==> config.mk <==
export PLATFORM = sky130hd
export DESIGN_NAME = smem_ctrl
export DESIGN_NICKNAME = d
export VERILOG_FILES = /design/src/rtl/smem_ctrl_pkg.sv /design/src/rtl/smem_ctrl_fsm.sv /design/src/rtl/smem_ctrl_dp.sv /design/src/rtl/smem_ctrl.sv
export SDC_FILE = /design/constraint.sdc
export NUM_CORES = 1
export LEC_CHECK = 0
export ABC_CLOCK_PERIOD_IN_PS = 2800
export CORE_AREA = 2 2 96 167
export DETAILED_ROUTE_END_ITERATION = 8
export DIE_AREA = 0 0 98 169
export PLACE_DENSITY = 0.78
export SKIP_LAST_GASP = 1
export SLEW_MARGIN = 30
export SYNTH_ARGS = -nofsm -noshare
export SYNTH_HDL_FRONTEND = slang
export SYNTH_SLANG_ARGS = --single-unit
==> constraint.sdc <==
create_clock -name clk -period 2.8 [get_ports clk]
set_input_delay 0.28 -clock clk [delete_from_list [all_inputs] [get_ports clk]]
set_output_delay 0.28 -clock clk [all_outputs]
set_load 0.02 [all_outputs]
==> src/rtl/smem_ctrl_pkg.sv <==
package smem_ctrl_pkg;

  localparam int TIMING_W = 12;

  typedef enum logic [2:0] {
    ST_IDLE,
    ST_SETUP,
    ST_DATA,
    ST_TURN,
    ST_FIN
  } ctrlState_e;

  // bit order of the timing word is part of the configuration contract
  typedef struct packed {
    logic [3:0] turn;
    logic [3:0] waitStates;
    logic [3:0] enDly;
  } timing_t;

  typedef struct packed {
    logic selectIncoming;
    logic latchReq;
    logic captureBeat;
    logic advanceBeat;
    logic csActive;
    logic oeActive;
    logic weActive;
    logic driveData;
  } ctrlStrobe_t;

endpackage

==> src/rtl/smem_ctrl_fsm.sv <==
module smem_ctrl_fsm
  import smem_ctrl_pkg::*;
(
  input  logic        clk,
  input  logic        rstN,
  input  logic        reqValid,
  input  timing_t     timing,
  input  logic        isWrite,
  input  logic        lastBeat,
  input  logic        laneAny,
  input  logic        memWait,
  output ctrlStrobe_t strobe,
  output logic        reqReady
);

  ctrlState_e state, stateNext;
  logic [3:0] cnt, cntNext;
  logic       finishing;
  logic       waitS1, waitS2;
  logic       dataEnd;

  always_ff @(posedge clk or negedge rstN) begin
    if (!rstN) begin
      waitS1 <= 1'b0;
      waitS2 <= 1'b0;
    end else begin
      waitS1 <= memWait;
      waitS2 <= waitS1;
    end
  end

  assign dataEnd = (state == ST_DATA) && (cnt == 4'd0) && !waitS2;

  always_comb begin
    strobe = '0;
    strobe.selectIncoming = (state == ST_IDLE);
    strobe.latchReq       = (state == ST_IDLE) && reqValid;
    strobe.csActive       = (state == ST_SETUP) || (state == ST_DATA);
    strobe.oeActive       = (state == ST_DATA) && !isWrite;
    strobe.weActive       = (state == ST_DATA) && isWrite && laneAny;
    strobe.driveData      = strobe.csActive && isWrite;
    strobe.captureBeat    = dataEnd && !isWrite;
    strobe.advanceBeat    = dataEnd && !lastBeat;
  end

  assign reqReady = (state == ST_FIN);

  always_comb begin
    stateNext = state;
    cntNext   = cnt;
    unique case (state)
      ST_IDLE: begin
        if (reqValid) begin
          if (timing.enDly != 4'd0) begin
            stateNext = ST_SETUP;
            cntNext   = timing.enDly - 4'd1;
          end else begin
            stateNext = ST_DATA;
            cntNext   = timing.waitStates;
          end
        end
      end
      ST_SETUP: begin
        if (cnt == 4'd0) begin
          stateNext = ST_DATA;
          cntNext   = timing.waitStates;
        end else begin
          cntNext = cnt - 4'd1;
        end
      end
      ST_DATA: begin
        if (cnt != 4'd0) begin
          cntNext = cnt - 4'd1;
        end else if (!waitS2) begin
          if (lastBeat) begin
            stateNext = ST_FIN;
          end else if (timing.turn != 4'd0) begin
            stateNext = ST_TURN;
            cntNext   = timing.turn - 4'd1;
          end else if (timing.enDly != 4'd0) begin
            stateNext = ST_SETUP;
            cntNext   = timing.enDly - 4'd1;
          end else begin
            stateNext = ST_DATA;
            cntNext   = timing.waitStates;
          end
        end
      end
      ST_TURN: begin
        if (cnt != 4'd0) begin
          cntNext = cnt - 4'd1;
        end else if (finishing) begin
          stateNext = ST_IDLE;
        end else if (timing.enDly != 4'd0) begin
          stateNext = ST_SETUP;
          cntNext   = timing.enDly - 4'd1;
        end else begin
          stateNext = ST_DATA;
          cntNext   = timing.waitStates;
        end
      end
      ST_FIN: begin
        if (timing.turn != 4'd0) begin
          stateNext = ST_TURN;
          cntNext   = timing.turn - 4'd1;
        end else begin
          stateNext = ST_IDLE;
        end
      end
      default: stateNext = ST_IDLE;
    endcase
  end

  always_ff @(posedge clk or negedge rstN) begin
    if (!rstN) begin
      state     <= ST_IDLE;
      cnt       <= 4'd0;
      finishing <= 1'b0;
    end else begin
      state <= stateNext;
      cnt   <= cntNext;
      if (state == ST_FIN)
        finishing <= 1'b1;
      else if (strobe.latchReq)
        finishing <= 1'b0;
    end
  end

endmodule

==> src/rtl/smem_ctrl_dp.sv <==
module smem_ctrl_dp
  import smem_ctrl_pkg::*;
#(
  parameter int NUM_BANKS = 2,
  parameter int ADDR_W    = 24,
  parameter int BANK_W    = 1
) (
  input  logic                          clk,
  input  logic                          rstN,
  input  ctrlStrobe_t                   strobe,
  input  logic [NUM_BANKS-1:0]          cfgBusWide,
  input  logic [NUM_BANKS*TIMING_W-1:0] cfgRdTiming,
  input  logic [NUM_BANKS*TIMING_W-1:0] cfgWrTiming,
  input  logic                          reqWrite,
  input  logic [BANK_W-1:0]             reqBank,
  input  logic [ADDR_W-1:0]             reqAddr,
  input  logic [31:0]                   reqWdata,
  input  logic [3:0]                    reqByteEn,
  input  logic [15:0]                   memDataIn,
  output timing_t                       timing,
  output logic                          isWrite,
  output logic                          lastBeat,
  output logic                          laneAny,
  output logic [31:0]                   rspRdata,
  output logic [NUM_BANKS-1:0]          memCsN,
  output logic [ADDR_W-1:0]             memAddr,
  output logic                          memOeN,
  output logic                          memWeN,
  output logic [1:0]                    memBeN,
  output logic [15:0]                   memDataOut,
  output logic                          memDataOe
);

  localparam logic [ADDR_W-1:0] ALIGN_MASK = ~ADDR_W'(3);

  timing_t rdTm [NUM_BANKS];
  timing_t wrTm [NUM_BANKS];

  logic              lWrite, lWide;
  logic [BANK_W-1:0] lBank;
  logic [ADDR_W-1:0] lAddr;
  logic [31:0]       lWdata;
  logic [3:0]        lBe;
  logic [1:0]        beat;
  logic [31:0]       rdAsm;
  logic [BANK_W-1:0] selBank;
  logic              selWrite;
  logic [1:0]        wrLanes;
  logic [1:0]        beatOffset;

  for (genvar g = 0; g < NUM_BANKS; g++) begin : g_bank
    assign rdTm[g]   = timing_t'(cfgRdTiming[g*TIMING_W +: TIMING_W]);
    assign wrTm[g]   = timing_t'(cfgWrTiming[g*TIMING_W +: TIMING_W]);
    assign memCsN[g] = !(strobe.csActive && (lBank == BANK_W'(g)));
  end

  assign selBank  = strobe.selectIncoming ? reqBank  : lBank;
  assign selWrite = strobe.selectIncoming ? reqWrite : lWrite;
  assign timing   = selWrite ? wrTm[selBank] : rdTm[selBank];

  always_ff @(posedge clk or negedge rstN) begin
    if (!rstN) begin
      lWrite <= 1'b0;
      lWide  <= 1'b0;
      lBank  <= '0;
      lAddr  <= '0;
      lWdata <= '0;
      lBe    <= '0;
      beat   <= '0;
      rdAsm  <= '0;
    end else if (strobe.latchReq) begin
      lWrite <= reqWrite;
      lWide  <= cfgBusWide[reqBank];
      lBank  <= reqBank;
      lAddr  <= reqAddr;
      lWdata <= reqWdata;
      lBe    <= reqByteEn;
      beat   <= '0;
      rdAsm  <= '0;
    end else begin
      if (strobe.captureBeat) begin
        if (lWide)
          rdAsm[{beat[0], 4'b0000} +: 16] <= memDataIn;
        else
          rdAsm[{beat, 3'b000} +: 8] <= memDataIn[7:0];
      end
      if (strobe.advanceBeat)
        beat <= beat + 2'd1;
    end
  end

  assign isWrite    = lWrite;
  assign lastBeat   = lWide ? (beat == 2'd1) : (beat == 2'd3);
  assign wrLanes    = lWide ? lBe[{beat[0], 1'b0} +: 2] : {1'b0, lBe[beat]};
  assign laneAny    = !lWrite || (wrLanes != 2'b00);
  assign beatOffset = lWide ? {beat[0], 1'b0} : beat;
  assign memAddr    = (lAddr & ALIGN_MASK) + ADDR_W'(beatOffset);

  always_comb begin
    if (!strobe.csActive)
      memBeN = 2'b11;
    else if (lWrite)
      memBeN = ~wrLanes;
    else
      memBeN = lWide ? 2'b00 : 2'b10;
  end

  assign memDataOut = lWide ? lWdata[{beat[0], 4'b0000} +: 16]
                            : {8'h00, lWdata[{beat, 3'b000} +: 8]};
  assign memDataOe  = strobe.driveData;
  assign memOeN     = !strobe.oeActive;
  assign memWeN     = !strobe.weActive;
  assign rspRdata   = rdAsm;

endmodule

==> src/rtl/smem_ctrl.sv <==
module smem_ctrl
  import smem_ctrl_pkg::*;
#(
  parameter int NUM_BANKS = 2,
  parameter int ADDR_W    = 24,
  localparam int BANK_W   = (NUM_BANKS > 1) ? $clog2(NUM_BANKS) : 1
) (
  input  logic                          clk,
  input  logic                          rstN,
  input  logic [NUM_BANKS-1:0]          cfgBusWide,
  input  logic [NUM_BANKS*TIMING_W-1:0] cfgRdTiming,
  input  logic [NUM_BANKS*TIMING_W-1:0] cfgWrTiming,
  input  logic                          reqValid,
  input  logic                          reqWrite,
  input  logic [BANK_W-1:0]             reqBank,
  input  logic [ADDR_W-1:0]             reqAddr,
  input  logic [31:0]                   reqWdata,
  input  logic [3:0]                    reqByteEn,
  output logic                          reqReady,
  output logic [31:0]                   rspRdata,
  output logic [NUM_BANKS-1:0]          memCsN,
  output logic [ADDR_W-1:0]             memAddr,
  output logic                          memOeN,
  output logic                          memWeN,
  output logic [1:0]                    memBeN,
  output logic [15:0]                   memDataOut,
  output logic                          memDataOe,
  input  logic [15:0]                   memDataIn,
  input  logic                          memWait
);

  ctrlStrobe_t strobe;
  timing_t     timing;
  logic        isWrite, lastBeat, laneAny;

  smem_ctrl_fsm u_fsm (
    .clk      (clk),
    .rstN     (rstN),
    .reqValid (reqValid),
    .timing   (timing),
    .isWrite  (isWrite),
    .lastBeat (lastBeat),
    .laneAny  (laneAny),
    .memWait  (memWait),
    .strobe   (strobe),
    .reqReady (reqReady)
  );

  smem_ctrl_dp #(
    .NUM_BANKS (NUM_BANKS),
    .ADDR_W    (ADDR_W),
    .BANK_W    (BANK_W)
  ) u_dp (
    .clk         (clk),
    .rstN        (rstN),
    .strobe      (strobe),
    .cfgBusWide  (cfgBusWide),
    .cfgRdTiming (cfgRdTiming),
    .cfgWrTiming (cfgWrTiming),
    .reqWrite    (reqWrite),
    .reqBank     (reqBank),
    .reqAddr     (reqAddr),
    .reqWdata    (reqWdata),
    .reqByteEn   (reqByteEn),
    .memDataIn   (memDataIn),
    .timing      (timing),
    .isWrite     (isWrite),
    .lastBeat    (lastBeat),
    .laneAny     (laneAny),
    .rspRdata    (rspRdata),
    .memCsN      (memCsN),
    .memAddr     (memAddr),
    .memOeN      (memOeN),
    .memWeN      (memWeN),
    .memBeN      (memBeN),
    .memDataOut  (memDataOut),
    .memDataOe   (memDataOe)
  );

endmodule

# After elaboration in Yosys (flattened, before gate mapping)
# Cells that the tools add are included.
[op_classes]
addsub = 7
magnitude_cmp = 3
n_eq_ne = 15
n_shift = 7
muxes = 51
bitwise_logic = 3
reduce_logical = 32
[op_table]
columns = ["cell", "n"]
rows = [
  ["$mux W32", 3],
  ["$mux W12", 7],
  ["$bwmux W32", 2],
  ["$mux W4", 10],
  ["$shift A16 B7 Y32 const A", 1],
  ["$shift A8 B7 Y32 const A", 1],
  ["$shiftx A16 B7 Y32", 1],
  ["$shiftx A32 B6 Y16", 1],
  ["$shiftx A32 B6 Y8", 1],
  ["$shiftx A8 B7 Y32", 1],
  ["$add A24 B2 Y24", 1],
  ["$mux W3", 8],
  ["$pmux W4 S5", 1],
  ["$mux W2", 9],
  ["$mux W16", 1],
  ["$pmux W3 S5", 1],
  ["$neg A5 Y7", 2],
  ["$reduce_bool A4 Y1", 3],
  ["$sub A4 B1 Y4 const B", 3],
  ["$logic_and A1 B1 Y1", 11],
  ["$ne A2 B2 Y1 const B", 5],
  ["$ne A3 B3 Y1 const B", 3],
  ["$mux W1", 8],
  ["$reduce_bool A2 Y1", 4],
  ["other kinds (22)", 30],
]
[totals]
regBits = 107
inputBits = 132
out_inout_bits = 80

# Longest topological paths before layout
# Gate-level depths: netlist of run 1.
[depth]
depth_word = 14
depth_mapped = 14
ltp_nobuf = 12

# By module
# Synthesis of run 1 repeated with hierarchy kept, for this count alone.
[unflattened]
cells_unflattened = 567
hier_area_um2 = 6323.6
[by_module_without_submodules]
columns = ["module", "n_inst", "cells_per_inst", "area_per_inst_um2", "seq_area_each_um2"]
rows = [
  ["smem_ctrl_dp", 1, 411, 5176.2, 2377.3],
  ["smem_ctrl_fsm", 1, 156, 1147.4, 250.2],
]

# Worst setup path before layout of run 1
# Ideal clock, no wire load.
[synth_path]
kind = "register -> register"
from = "reg u_fsm.state[0]"
to = "reg u_fsm.cnt[0]"
setup_time_ps = 82
t_arrival_ps = 2844
t_required_ps = 2718
path_slack_ps = -126
path_stages_with_launch = 14
n_path_buf = 2
period_less_slack_ps = 2926
cell_sequence = "dfrtp_1 -> buf_6 -> or4b_4 -> buf_6 -> and3_1 -> a211oi_2 -> or2_2 -> ha_1 -> nand2_1 -> a21oi_2 -> mux2_2 -> a21oi_1 -> o21ai_1 -> a31oi_1"
[synth_between]
elab_chain_len = 14
[synth_rtl]
columns = ["item", "line_no", "source"]
rows = [
  ["from (decl)", "smem_ctrl_fsm.sv:16", "ctrlState_e state, stateNext;"],
  ["from (signal assigned)", "smem_ctrl_fsm.sv:120", "state <= stateNext;"],
  ["$logic_not A3 Y1", "smem_ctrl_fsm.sv:36, smem_ctrl_fsm.sv:51", ""],
  ["$mux W1", "smem_ctrl_dp.sv:57", "assign selBank = strobe.selectIncoming ? reqBank : lBank;"],
  ["$not A1 Y2 (implied by the code)", "smem_ctrl_dp.sv:59", "assign timing = selWrite ? wrTm[selBank] : rdTm[selBank];"],
  ["$mux W12 (implied by the code) (3 in series)", "smem_ctrl_dp.sv:59", ""],
  ["$mux W12", "smem_ctrl_dp.sv:59", ""],
  ["$sub A4 B1 Y4 or $reduce_bool A4 Y1 (tied branches)", "n/a", ""],
  ["$mux W4", "smem_ctrl_fsm.sv:54, smem_ctrl_fsm.sv:80, smem_ctrl_fsm.sv:94", ""],
  ["$mux W4", "smem_ctrl_fsm.sv:77", "end else if (timing.turn != 4'd0) begin"],
  ["$mux W4", "smem_ctrl_fsm.sv:75", "if (lastBeat) begin"],
  ["$mux W4", "smem_ctrl_fsm.sv:74", "end else if (!waitS2) begin"],
  ["$mux W4", "smem_ctrl_fsm.sv:72", "if (cnt != 4'd0) begin"],
  ["$pmux W4 S5", "smem_ctrl_fsm.sv:51", "unique case (state)"],
  ["to (signal assigned)", "smem_ctrl_fsm.sv:121", "cnt <= cntNext;"],
  ["to (decl)", "smem_ctrl_fsm.sv:17", "logic [3:0] cnt, cntNext;"],
]
# Several ways; a longest one is shown, not always the timed one. The select of a mux whose other input is x is not followed.
# A chain may end at the register's enable or synchronous reset.

# Final worst setup path of run 1
[layout_path]
from = "reg u_fsm.state[0]"
to = "reg u_fsm.cnt[2]"
# Same word-level chain as after synthesis.

==> flow_metrics.py, run 1 <==
metrics = {
    "routing": {
        "vias": 6380,
        "ant_nets": 0,
        "wire_per_inst_um": 17.0,
        "routed_via_density": 5.32,
        "drc_errors": 0,
        "first_pass_iters": 5,
        "finalWirelength_um": 20300,
        "drt_iter0_drc": 290,
    },
    "global_route": {
        "grt_pass1_vias": 6374,
        "grt_start_max_net_pins": 106,
        "track_usage_pct": 24.4,
        "grt_first_pass_wirelength_um": 32400,
        "antenna_found_initial": 0,
        "gr-total-overflow": 0,
    },
    "power_and_ir_drop": {
        "power_frac_seq_pct": 24.8,
        "irDropWorstVdd_mv": 0.613,
        "swShare_pct": 44.5,
        "netSwitchingPower_w": 0.00479,
        "finalPower_w": 0.0108,
        "powerDensity_nw_per_um2": 1160,
        "p_int_w": 0.00598,
        "comb_power_share_pct": 63.6,
        "p_clk_share_pct": 11.6,
        "p_leak_nw": 4.11,
    },
    "die": {
        "ios": 212,
        "rows": 60,
        "initial_core_util_pct": 40.9,
        "die_area_um2": 16600,
        "die_x_um": 98,
        "die_h_um": 169,
        "coreArea_um2": 15200,
    },
    "synthesis": {
        "ys_warn_count": 0,
        "synth_edf_count": 0,
        "synth_nets": 907,
        "ys.flop_type": "dfrtp_1",
        "synth_top_area_cell": "dfrtp_1",
        "synth_cells": 766,
        "yosys.area_share.xor_xnor_pct": 0.422,
        "yosysSeqAreaShare_pct": 42.2,
        "yosys-top-cells-count": "nand2_1, dfrtp_1, o21ai_0",
        "synth_fa_ha_area_share_pct": 1.81,
        "synth.area.mux_share_pct": 9.56,
        "ys_ff_latch": 105,
        "synthDominantCellAreaShare_pct": 42.2,
        "avgSynthCellArea_um2": 8.13,
        "yosysMostFrequentCell": "nand2_1",
        "synth_compound_area_share_pct": 16.8,
        "synthTopCellsByArea": "dfrtp_1, nand2_1, mux2i_1",
        "yosys.area_share.simple_pct": 24.7,
        "synthArstFlopShare_pct": 100,
        "synth_top_family_by_area": "simple AND/OR/NAND/NOR gates",
        "yosysUniqueCellTypes": 59,
        "syn_area_um2": 6230,
    },
    "setup_path": {
        "start_kind": "flip-flop",
        "crit_arrival_ps": 3000,
        "endpoint_kind": "flip-flop",
        "r2r_start": "u_fsm.state[0]",
        "cp_max_fo": 5,
        "worstSetupPathType": "flip-flop to flip-flop",
        "ff2ff_path_depth": 11,
        "r2r-end": "u_fsm.cnt[2]",
        "worstPathRequired_ps": 3010,
        "ff2ff_setup_slack_ps": 9,
    },
    "clocking": {
        "cts-htree-levels": 3,
        "numCtsBuffers": 9,
        "clockBufferDepth": 2,
        "clk_latency_ps": 350,
        "tritoncts": "yes",
        "hold_buffers": 0,
        "clk_pin_slew_worst_paths_ps": 80,
        "clock-root-buffer": "clkbuf_16",
        "clock-sinks": 105,
    },
    "sta": {
        "timing.setup.tns_ps": 0,
        "setup_viol": 0,
        "hold_viol_final": 12,
        "finalCritPeriodShare_pct": 99.7,
        "rsz0062_at_grt": "true",
        "relSlewSlack_pct": 41.4,
        "final.min_clock_period_ps": 2790,
        "finClkSkew_ps": 14.0,
        "worst_pin_slew_ps": 872,
        "drv_slew": 0,
        "max_clock_freq_mhz": 358,
        "whs_ps": -34.5,
    },
    "cells_and_area": {
        "layout.nets": 1149,
        "antennaDiodeCount": 0,
        "syn_to_final_growth_pct": 49.0,
        "filler_cell_count": 1352,
        "drive_gt1_share_pct": 12.9,
        "fin_util_pct": 60.9,
    },
    "outcome": {
        "status": "finished with violations",
        "violations": "negative hold slack",
    },
    "placed_design": {
        "gp_congestion": 0.912,
        "port_buffers": 209,
        "dp_hpwl_um": 15700,
    },
    "job": {
        "drv_cap": 0,
    },
    "worst_hold_path": {
        "hold_path.class": "input port to async pin",
    },
}
==> power by group through the flow <==
stage	Clock [W]	Sequential, W	Combinational (W)
detailed placement	0	0.00270	0.00667
CTS	0.00128	0.00267	0.00678
global route	0.00135	0.00276	0.00742
floorplan	0	0.00294	0.00348
global placement	0	0.00268	0.00659
finish	0.00125	0.00267	0.00685
==> routing by layer <==
layer | global-route usage (%) | wire length, µm | vias to the layer above
li1 | - | - | 3113
met2 | 45.7 | 11300 | 188
met5 | 0 | 0 | -
met1 | 27.7 | 7650 | 3033
met3 | 2.27 | 677 | 46
met4 | 10.7 | 772 | 0
==> what timing repair did <==
action | CTS | global route
gates resized for setup | 10 | 11
setup buffers | 4 | 0
gates cloned | 0 | 0
setup endpoints to repair | 4 | 7
pin swaps | 7 | 15
==> cells by family after synthesis <==
| family | after synthesis |
|---|---|
| and+or+nand+nor | 366 |
| AOI/OAI and AO/OA | 165 |
| DFF | 105 |
| buffers and inverters | 67 |
| muxes | 51 |
| adders and majority gates | 9 |
| xor gates and xnor gates | 3 |
==> area by class of cell <==
type	count	area [µm²]	share of cell area (%)
Timing Repair Buffer	279	2640	28.5
Clock inverter	6	61.3	0.660
Tap cell	186	233	2.51
Inverter	19	71.3	0.768
Sequential cell	105	2630	28.3
Clock buffer	10	229	2.47
Multi-Input combinational cell	594	3420	36.8
==> cells in the final DEF, fill, tap and decap left out, drive strengths merged, types with 2 or more instances in the layout <==
cell	synthesis	layout
mux2	5	5
and3	5	5
a22oi	15	15
nand2	271	271
clkdlybuf4s50	0	207
nor2	28	28
and2	3	3
mux4	6	6
a31oi	7	7
o32ai	5	5
ha	9	9
nor3	8	8
buf	17	71
or4b	2	2
a21oi	25	25
nand3	19	19
nand4	3	3
nor2b	14	14
clkinv	0	4
o22ai	6	6
a211oi	4	4
o31ai	5	5
clkbuf	31	10
a221oi	6	6
dfrtp	105	105
o211ai	5	5
a32oi	3	3
mux2i	40	40
inv	19	21
xor2	2	2
or3	2	2
or2	4	4
o21ai	74	74
nor3b	3	3
==> flip-flops by register name, indices dropped and copies added (netlist names), 2 cells and up <==
name / flops
u_dp.lWdata: 32
u_dp.lBe: 4
u_dp.rspRdata: 32
u_dp.beat: 2
u_fsm.cnt: 4
u_dp.lAddr: 22
u_fsm.state: 3
==> stage by stage <==
stage	hold WS (ps)	setup WS, ps	instances	instance area [µm²]
after floorplan	-15.6	41.1	766	6260
after global placement	335	-229	1179	8890
after detailed placement	335	-299	1179	8890
after CTS	25.6	30.0	1198	9230
after global routing	25.8	-88.7	1199	9290
final	-34.5	9.24	1199	9290
==> how the worst max path moves through the flow <==
stage	from	to	slack, ps	depth (start not counted)
after global routing	u_fsm.state[0]	u_fsm.cnt[2]	-90	11
after floorplan	u_fsm.state[0]	u_fsm.cnt[0]	40	13
after CTS	u_fsm.state[0]	u_fsm.cnt[2]	30	12
after detailed placement	reqBank	u_fsm.cnt[0]	-300	13
after global placement	reqBank	u_fsm.cnt[0]	-230	13
final	u_fsm.state[0]	u_fsm.cnt[2]	9	11
==> critical path: stages, from the launching register on <==
cell,delay (ps)
dfrtp_2,450
or4b_4,550
and2_4,190
a32oi_2,260
inv_1,100
buf_4,140
ha_1,170
xor2_1,270
nand2_1,90
a32oi_1,240
o2bb2ai_1,140
a31oi_1,50
No activity file was read; power rests on OpenSTA's default activity.
==> run 2: changes to the inputs <==
Settings changed: SLEW_MARGIN 30 to not set.
==> flow_metrics.py, run 2 (synthesis gave the netlist of run 1 again) <==
metrics = {
    "outcome": {
        "status": "finished with violations",
        "violations": "negative hold slack",
    },
    "cells_and_area": {
        "layout.nets": 1148,
        "antennaDiodeCount": 0,
        "fin_util_pct": 60.8,
        "syn_to_final_growth_pct": 48.8,
        "multi_input_area_um2": 3410,
        "most-common-layout-cells": "nand2_1, clkdlybuf4s50_1, dfrtp_1, o21ai_0, buf_4",
        "filler_cell_count": 1357,
        "mostFrequentLayoutCell": "nand2_1",
        "seq_area_um2": 2630,
        "drive_gt1_share_pct": 12.6,
    },
    "sta": {
        "rsz0062_at_grt": "true",
        "final.min_clock_period_ps": 2800,
        "relSlewSlack_pct": 31.0,
        "max_clock_freq_mhz": 357,
        "whs_ps": -13.2,
        "hold_viol_final": 8,
        "worst_pin_slew_ps": 1030,
        "drv_slew": 0,
        "finClkSkew_ps": 13.4,
        "setup_viol": 0,
        "finalCritPeriodShare_pct": 99.9,
        "setup_slack_ps": 2.50,
    },
    "power_and_ir_drop": {
        "irDropWorstVdd_mv": 0.612,
        "finalPower_w": 0.0108,
        "powerDensity_nw_per_um2": 1160,
        "p_leak_nw": 4.11,
    },
    "clocking": {
        "numCtsBuffers": 9,
        "clock-sinks": 105,
        "clockBufferDepth": 2,
        "tritoncts": "yes",
        "clk_latency_ps": 350,
        "clk_pin_slew_worst_paths_ps": 80,
        "cts-htree-levels": 3,
        "clock-root-buffer": "clkbuf_16",
    },
    "setup_path": {
        "start_kind": "flip-flop",
        "endpoint_kind": "flip-flop",
        "cp_max_fo": 5,
        "worstSetupPathType": "flip-flop to flip-flop",
        "crit_arrival_ps": 3010,
        "worstPathRequired_ps": 3010,
    },
    "global_route": {
        "grt_first_pass_wirelength_um": 32400,
        "grt_start_max_net_pins": 106,
        "grt_pass1_vias": 6374,
        "antenna_found_initial": 0,
        "track_usage_pct": 24.4,
        "gr-total-overflow": 0,
    },
    "routing": {
        "drt_iter0_drc": 314,
        "routed_via_density": 5.34,
        "ant_nets": 0,
        "drc_errors": 0,
        "wire_per_inst_um": 17.0,
        "finalWirelength_um": 20300,
        "vias": 6393,
        "first_pass_iters": 5,
    },
    "die": {
        "die_x_um": 98,
        "coreArea_um2": 15200,
        "rows": 60,
        "ios": 212,
        "die_area_um2": 16600,
        "initial_core_util_pct": 40.9,
        "die_h_um": 169,
    },
    "placed_design": {
        "gp_congestion": 0.912,
        "post-place-ws_ps": -299,
        "port_buffers": 209,
        "dp_hpwl_um": 15700,
    },
    "worst_hold_path": {
        "hold_path.class": "input port to async pin",
    },
    "job": {
        "drv_cap": 0,
    },
}
-- run 2: changes by cell type in the layout (fill, tap and decap cells not counted), sizes merged --
| cell | previous run | this run |
|---|---|---|
| buf | 71 | 70 |
-- run 2: final cells by class --
cell class | count | share of cell area (%)
clock buffers | 10 | 2.47
inverters | 19 | 0.769
well taps | 186 | 2.51
clock inverters | 6 | 0.661
multi-input cells | 594 | 36.8
repair buffers | 278 | 28.5
flip-flops and latches | 105 | 28.4
-- run 2: critical path: stages, from the launching register on --
cell     delay (ps)
dfrtp_2         450
or4b_4          550
and2_4          190
a32oi_2         260
inv_1           100
buf_4           140
ha_1            170
xor2_1          270
o21ai_0         160
nor2b_1         150
o22ai_1         110
a31oi_1         100
-- run 2: worst paths after layout --
check	slack, ps	cells after the start	endpoint	start
setup / recovery	2	11	u_fsm.cnt[2]	u_fsm.state[0]
hold / removal	-10	2	u_dp.rspRdata[26]	rstN
hold reg to reg	350	0	u_fsm.waitS2	u_fsm.waitS1
setup reg to reg	2	11	u_fsm.cnt[2]	u_fsm.state[0]
min in group clk	350	0	u_fsm.waitS2	u_fsm.waitS1
max in group asynchronous	2340	2	u_fsm.state[0]	rstN
-- run 2: power breakdown --
group | internal [W] | switching [W]
Clock | 0.000627 | 0.000617
Combinational | 0.00317 | 0.00366
Sequential | 0.00217 | 0.000497
-- run 2: through the flow --
step | area, µm² | instances | setup TNS [ps]
2_1_floorplan | 6260 | 766 | 0
3_3_place_gp | 8890 | 1179 | -889
3_5_place_dp | 8890 | 1179 | -1270
4_1_cts | 9230 | 1198 | 0
5_1_grt | 9270 | 1198 | -182
6_report | 9270 | 1198 | 0
-- run 2: routing by layer --
| layer | wire [µm] | up-vias | GRT usage (%) |
|---|---|---|---|
| met5 | 0 | - | 0 |
| met2 | 11200 | 204 | 45.7 |
| met4 | 807 | 0 | 10.7 |
| met3 | 792 | 50 | 2.27 |
| li1 | - | 3115 | - |
| met1 | 7540 | 3024 | 27.7 |
-- run 2: repair_timing --
action                     in CTS  in global routing
setup buffers                   4                  0
hold buffers                    0                  0
setup endpoints to repair       4                  7
gates resized for setup        10                 11
pin swaps                       7                 15
==> run 3: changes to the inputs <==
Settings changed: CTS_CLUSTER_SIZE set to 30, SLEW_MARGIN set to 10.
==> results of run 3 <==
No change in the layout: final DEF, timing and power equal those of run 2.
